$ cat src/rtl/ssp_tx_pkg.sv
package ssp_tx_pkg;

    typedef enum logic [1:0] {
        ST_IDLE,
        ST_FRAME,
        ST_BITS,
        ST_TAIL
    } tx_state_e;

    typedef struct packed {
        logic rise;
        logic fall;
    } sclk_evt_t;

    function automatic int clamp_bits(input int req, input int maxw);
        if (req < 4)
            return 4;
        if (req > maxw)
            return maxw;
        return req;
    endfunction

endpackage

$ cat src/rtl/ssp_clkgen.sv
module ssp_clkgen
    import ssp_tx_pkg::*;
#(
    parameter int DIV_W = 8
) (
    input  logic             clk,
    input  logic             rst,
    input  logic             en,
    input  logic [DIV_W-1:0] cfg_div,
    output logic             sclk,
    output sclk_evt_t        evt
);
    localparam logic [DIV_W-1:0] MIN_DIV = DIV_W'(2);

    logic [DIV_W-1:0] cnt_q;
    logic [DIV_W-1:0] div_eff;
    logic             sclk_q;
    logic             wrap;

    always_comb begin
        div_eff  = (cfg_div < MIN_DIV) ? MIN_DIV : cfg_div;
        wrap     = (cnt_q >= div_eff - 1'b1);
        evt.rise = en && wrap && !sclk_q;
        evt.fall = en && wrap && sclk_q;
    end

    always_ff @(posedge clk) begin
        if (rst || !en) begin
            cnt_q  <= '0;
            sclk_q <= 1'b0;
        end else if (wrap) begin
            cnt_q  <= '0;
            sclk_q <= ~sclk_q;
        end else begin
            cnt_q  <= cnt_q + 1'b1;
        end
    end

    assign sclk = sclk_q;


    edge_spacing_chk: assert property (@(posedge clk) disable iff (rst || !en)
        evt.rise |=> !evt.rise && !evt.fall);

endmodule

$ cat src/rtl/ssp_shift_ctrl.sv
module ssp_shift_ctrl
    import ssp_tx_pkg::*;
#(
    parameter int WORD_W = 32,
    parameter int BITS_W = 6
) (
    input  logic              clk,
    input  logic              rst,
    input  logic              en,
    input  sclk_evt_t         evt,
    input  logic [BITS_W-1:0] bits_eff,
    input  logic              cfg_tri,
    input  logic              cfg_late,
    input  logic [WORD_W-1:0] tx_data,
    input  logic              tx_valid,
    output logic              tx_ready,
    output logic              sfrm,
    output logic              txd,
    output logic              txd_oe,
    output logic              bit_active,
    output logic              bit_last
);
    localparam int IDX_W = $clog2(WORD_W);

    tx_state_e         state_q;
    logic [WORD_W-1:0] word_q;
    logic [IDX_W-1:0]  idx_q;
    logic [IDX_W-1:0]  idx_nxt;
    logic [IDX_W-1:0]  msb_sel;
    logic [BITS_W-1:0] bits_m1;
    logic              lsb_q;
    logic              sfrm_q;
    logic              txd_q;
    logic              oe_q;
    logic              take;

    always_comb begin
        bits_m1  = bits_eff - 1'b1;
        msb_sel  = bits_m1[IDX_W-1:0];
        idx_nxt  = idx_q - 1'b1;
        tx_ready = evt.rise && ((state_q == ST_IDLE) || (state_q == ST_TAIL) ||
                   ((state_q == ST_BITS) && (idx_q == IDX_W'(1))));
        take     = tx_ready && tx_valid;
    end

    always_ff @(posedge clk) begin
        if (rst || !en) begin
            state_q <= ST_IDLE;
            word_q  <= '0;
            idx_q   <= '0;
            lsb_q   <= 1'b0;
            sfrm_q  <= 1'b0;
            txd_q   <= 1'b0;
            oe_q    <= !cfg_tri;
        end else begin
            if (evt.fall && (state_q == ST_TAIL) && cfg_tri && !cfg_late)
                oe_q <= 1'b0;
            if (evt.rise) begin
                unique case (state_q)
                    ST_IDLE, ST_TAIL: begin
                        oe_q  <= !cfg_tri;
                        lsb_q <= 1'b0;
                        if (take) begin
                            word_q  <= tx_data;
                            sfrm_q  <= 1'b1;
                            state_q <= ST_FRAME;
                        end else begin
                            state_q <= ST_IDLE;
                        end
                    end
                    ST_FRAME: begin
                        sfrm_q  <= 1'b0;
                        txd_q   <= word_q[msb_sel];
                        oe_q    <= 1'b1;
                        idx_q   <= msb_sel;
                        lsb_q   <= 1'b0;
                        state_q <= ST_BITS;
                    end
                    ST_BITS: begin
                        idx_q <= idx_nxt;
                        txd_q <= word_q[idx_nxt];
                        if (idx_nxt == '0) begin
                            lsb_q <= 1'b1;
                            if (take) begin
                                word_q  <= tx_data;
                                sfrm_q  <= 1'b1;
                                state_q <= ST_FRAME;
                            end else begin
                                state_q <= ST_TAIL;
                            end
                        end
                    end
                    default: state_q <= ST_IDLE;
                endcase
            end
        end
    end

    assign sfrm       = sfrm_q;
    assign txd        = txd_q;
    assign txd_oe     = oe_q;
    assign bit_active = (state_q == ST_BITS) || lsb_q;
    assign bit_last   = lsb_q;


    b2b_drive_chk: assert property (@(posedge clk) disable iff (rst || !en)
        (lsb_q && state_q == ST_FRAME) |-> oe_q);


    ready_single_chk: assert property (@(posedge clk) disable iff (rst || !en)
        tx_ready |=> !tx_ready);

endmodule

$ cat src/rtl/ssp_rx_deser.sv
module ssp_rx_deser
    import ssp_tx_pkg::*;
#(
    parameter int WORD_W = 32
) (
    input  logic              clk,
    input  logic              rst,
    input  logic              en,
    input  sclk_evt_t         evt,
    input  logic              rxd,
    input  logic              bit_active,
    input  logic              bit_last,
    output logic [WORD_W-1:0] rx_data,
    output logic              rx_valid
);
    logic [WORD_W-1:0] sh_q;
    logic [WORD_W-1:0] sh_nxt;
    logic [WORD_W-1:0] data_q;
    logic              valid_q;

    always_comb sh_nxt = (sh_q << 1) | WORD_W'(rxd);

    always_ff @(posedge clk) begin
        if (rst || !en) begin
            sh_q    <= '0;
            data_q  <= '0;
            valid_q <= 1'b0;
        end else begin
            valid_q <= 1'b0;
            if (evt.fall && bit_active) begin
                if (bit_last) begin
                    data_q  <= sh_nxt;
                    valid_q <= 1'b1;
                    sh_q    <= '0;
                end else begin
                    sh_q    <= sh_nxt;
                end
            end
        end
    end

    assign rx_data  = data_q;
    assign rx_valid = valid_q;


    rx_strobe_chk: assert property (@(posedge clk) disable iff (rst || !en)
        rx_valid |=> !rx_valid);

endmodule

$ cat src/rtl/ssp_tri_tx.sv
module ssp_tri_tx
    import ssp_tx_pkg::*;
#(
    parameter int WORD_W = 32,
    parameter int DIV_W  = 8,
    localparam int BITS_W = $clog2(WORD_W + 1)
) (
    input  logic              clk,
    input  logic              rst,
    input  logic              en,
    input  logic [BITS_W-1:0] cfg_bits,
    input  logic [DIV_W-1:0]  cfg_div,
    input  logic              cfg_tri,
    input  logic              cfg_late,
    input  logic [WORD_W-1:0] tx_data,
    input  logic              tx_valid,
    output logic              tx_ready,
    output logic [WORD_W-1:0] rx_data,
    output logic              rx_valid,
    input  logic              rxd,
    output logic              sclk,
    output logic              sfrm,
    output logic              txd,
    output logic              txd_oe
);
    sclk_evt_t         evt;
    logic [BITS_W-1:0] bits_eff;
    logic              bit_active;
    logic              bit_last;

    assign bits_eff = BITS_W'(clamp_bits(int'(cfg_bits), WORD_W));

    ssp_clkgen #(.DIV_W(DIV_W)) u_clk (
        .clk(clk), .rst(rst), .en(en), .cfg_div(cfg_div),
        .sclk(sclk), .evt(evt)
    );

    ssp_shift_ctrl #(.WORD_W(WORD_W), .BITS_W(BITS_W)) u_ctrl (
        .clk(clk), .rst(rst), .en(en), .evt(evt), .bits_eff(bits_eff),
        .cfg_tri(cfg_tri), .cfg_late(cfg_late), .tx_data(tx_data),
        .tx_valid(tx_valid), .tx_ready(tx_ready), .sfrm(sfrm), .txd(txd),
        .txd_oe(txd_oe), .bit_active(bit_active), .bit_last(bit_last)
    );

    ssp_rx_deser #(.WORD_W(WORD_W)) u_rx (
        .clk(clk), .rst(rst), .en(en), .evt(evt), .rxd(rxd),
        .bit_active(bit_active), .bit_last(bit_last),
        .rx_data(rx_data), .rx_valid(rx_valid)
    );


    frame_edge_chk: assert property (@(posedge clk) disable iff (rst || !en)
        $rose(sfrm) |-> $rose(sclk));


    txd_hold_chk: assert property (@(posedge clk) disable iff (rst || !en)
        ($past(en) && txd_oe && !$rose(sclk)) |-> $stable(txd));

endmodule

$ cat config.mk
export PLATFORM = sky130hd
export DESIGN_NAME = ssp_tri_tx
export DESIGN_NICKNAME = d
export VERILOG_FILES = /design/src/rtl/ssp_tx_pkg.sv /design/src/rtl/ssp_clkgen.sv /design/src/rtl/ssp_shift_ctrl.sv /design/src/rtl/ssp_rx_deser.sv /design/src/rtl/ssp_tri_tx.sv
export SDC_FILE = /design/constraint.sdc
export NUM_CORES = 1
export LEC_CHECK = 0
export CORE_ASPECT_RATIO = 2
export CORE_UTILIZATION = 51
export CTS_CLUSTER_DIAMETER = 150
export DETAILED_ROUTE_END_ITERATION = 8
export PLACE_DENSITY = 0.77
export SLEW_MARGIN = 20
export SYNTH_ARGS = -nofsm -noshare
export SYNTH_HDL_FRONTEND = slang
export SYNTH_SLANG_ARGS = --single-unit
$ cat constraint.sdc
create_clock -name clk -period 7 [get_ports clk]
set_input_delay 0.7 -clock clk [delete_from_list [all_inputs] [get_ports clk]]
set_output_delay 0.7 -clock clk [all_outputs]
set_load 0.02 [all_outputs]
==> metrics.md <==
| Metric | Value |
|---|---|
| Status | completed |
| Die Span Y | 150 um |
| Synthesized area | 5590 um^2 |
| TritonCTS clock tree | yes |
| # setup viols final | 0 |
| Tcrit/Tclk final | 75.9% |
| Max clock buf depth | 2 |
| Commonest cells post-synth | 116 x dfxtp_1, 108 x a21oi_1, 106 x nand3_1, 104 x o21ai_0, 51 x clkbuf_1 |
| Largest net degree at the start of global routing | 67 |
| Power Density | 238 nW/um^2 |
| Vias in the first global route | 5204 |
| Slew @ Worst Pin | 1000 ps |
| Worst Clk Skew | 10.0 ps |
| Arrival time worst endpoint | 4620 ps |
| Placed instance count | 831 |
| Setup Buffers After CTS | 0 |
| HP Start | u_rx.rx_data[29] |
| Critical path class | in -> out |
| DRT Pass-1 Iters | 5 |
| Sw Share | 20.8% |
| #FFs+latches synth | 116 |
| Htree depth | 4 |
| CTS buffer count | 17 |
| Mapped Cells | 659 |
| Switching pwr | 355 uW |
| PortBufs | 90 |
| Antenna violations before repair | 1 |
| Crit path max fanout | 5 |
| Synth top area share | 41.6% |
| Worst Setup SP | cfg_div[4] |
| Final Max Tran Viols | 0 |
| Flop pwr share | 38.9% |
| Comb power frac | 5.1% |
| Synth Warn # | 0 |
| Post-route cell area | 7170 um^2 |
| Sink Count | 116 |
| Slew Limit Headroom | 33.2% |
| Count leader, synth | dfxtp_1 |
| Final net count | 782 |
| Hold Crit Depth | 2 |
| Worst Setup End Kind | output pin |
| WL per Instance | 17.8 um |
| Gr ovfl total | 0 |
| Max frequency | 188 MHz |
| CTS clk-pin slew, worst paths | 60 ps |
| Peak supply drop | 0.219 mV |
| Most used DFF post-synth | dfxtp_1 |
| Syn nets | 728 |
| Die footprint | 11400 um^2 |
| Post-DP HPWL | 10.4 mm |
| Routed WL | 15.4 mm |
| Number of max-cap violations | 0 |
| Synth top area cells | dfxtp_1 42%, a21oi_1 9.7%, nand3_1 9.5% |
| Synth Area per Inst | 8.48 um^2 |
| Area growth syn-to-layout | 28.3% |
| Via count | 5361 |
| Detailed-route DRC error count | 0 |
| Layout cell share with drive strength beyond 1 | 9.64% |
| Routability cong. | 0.861 |
| Netlist cell types | 47 |
| Int Pwr | 1350 uW |
| Ports | 91 |
| All-Layer GR Usage | 27.3% |
| Leakage | 0.00229 uW |
| EDFF count, synth | 0 |
| Rows | 53 |
| Yosys top cell by area | dfxtp_1 |
| Count of final hold-check violations | 0 |
| CORE AREA | 10600 um^2 |
| Final Util | 67.6% |
| Fin Setup TNS | 0 ps |
| Async SR Flop Fraction | 0% |
| DR iter-0 viols | 356 |
| CTS Root Cell | clkbuf_16 |
| RSZ-0062 raised after global routing | no |
| Global-route wire length before repair | 24.4 mm |
| Data required, critical path | 6300 ps |
| Vias per cell | 6.20 |
| Antenna viol nets, final | 0 |
| Starting density of the core | 52.6% |
| Hold buffer count at cts | 0 |
| Tot Pwr | 1700 uW |
| Clk Latency, worst-skew pair | 410 ps |
| Seq/Total Area, Yosys | 41.6% |
| Chip width | 76 um |
| Clock power share | 56.0% |
| Placed Area | 6510 um^2 |
| R2R Path Start | u_ctrl.idx_q[0] |
| Setup crit start kind | input pin |
| Final Non-Filler Cells | 864 |
| Post-CTS Resized | 0 |
| Final Critical Period | 5320 ps |
| Hold Crit Class | reg -> reg |
| Worst r2r path cells | 8 |
==> state kept, by name, indices dropped and copies added (netlist names) <==
name,flops
u_clk.cnt_q,8
u_clk.sclk,1
u_ctrl.bit_last,1
u_ctrl.idx_q,5
u_ctrl.sfrm,1
u_ctrl.state_q,2
u_ctrl.txd,1
u_ctrl.txd_oe,1
u_ctrl.word_q,32
u_rx.rx_data,32
u_rx.rx_valid,1
u_rx.sh_q,31
==> through the flow <==
step	hold slack, ps	setup slack [ps]
detailed placement	468	1660
CTS	477	1660
floorplan	440	2700
global route	498	1390
finish	477	1680
global placement	460	1780
==> worst max-delay path, stage by stage <==
cell and delay (ps):
clkdlybuf4s50_1 450, or4_1 600, o41ai_1 390, ha_1 270
inv_1 60, or3_1 320, xor2_1 150, ha_1 300
nand3_1 120, or3_1 460, a21oi_1 170, clkdlybuf4s50_1 620
==> layer usage <==
layer,GRT usage (%),up-vias,routed length [um]
met1,27.1,2588,5630
met4,17.9,0,760
li1,-,2510,-
met2,51.1,204,8370
met5,0,-,0
met3,5.12,59,650
==> logic make-up after synthesis <==
group | synth area share (%)
XOR/XNOR | 2.82
AND/OR/NAND/NOR | 15.5
buffers and inverters | 5.13
AO/OA/AOI/OAI | 22.6
adder cells (fa/ha/maj) | 3.58
flip-flops | 41.6
multiplexers | 8.71
==> cell usage in the layout (no fill, tap or decap), types with 2 or more instances in the layout <==
master / instances
mux2i_1: 7
xor2_1: 7
clkbuf_1: 3
a31oi_1: 3
bufinv_16: 5
clkbuf_16: 17
nand2b_2: 2
a21o_1: 3
a21oi_1: 108
nand3_1: 105
nand2_1: 10
nand2b_1: 2
nor3b_1: 2
clkdlybuf4s50_1: 90
a211oi_1: 4
mux4_2: 18
xnor2_1: 11
dfxtp_1: 116
nand4b_1: 2
nor2b_1: 2
o21ai_0: 103
inv_1: 11
ha_1: 16
nor3_1: 6
and3_2: 2
or3_1: 4
o21ai_1: 4
nor2_1: 22
buf_4: 6
inv_6: 2
clkinv_4: 3
and3_1: 3
==> final cells by class <==
type | instances | area (um^2)
Antenna cell | 1 | 2.50
Clock buffer | 21 | 450
Clock inverter | 11 | 199
Fill cell | 873 | 3440
Inverter | 12 | 45.0
Multi-Input combinational cell | 470 | 3030
Sequential cell | 116 | 2320
Tap cell | 137 | 171
Timing Repair Buffer | 96 | 946
==> final timing paths <==
kind,to,slack [ps]
setup reg to reg,u_ctrl.word_q[6],3740
hold / removal,u_rx.rx_data[29],480
setup / recovery,tx_ready,1680
hold reg to reg,u_rx.rx_data[29],480
==> power by group through the flow <==
stage | combinational (uW) | clock (uW) | sequential, uW
floorplan | 39.8 | 0 | 678
detailed placement | 85.8 | 0 | 677
global placement | 83.3 | 0 | 677
global route | 93.9 | 990 | 663
finish | 87.3 | 954 | 663
CTS | 86.8 | 960 | 663
No activity file was read; power rests on OpenSTA's default activity.
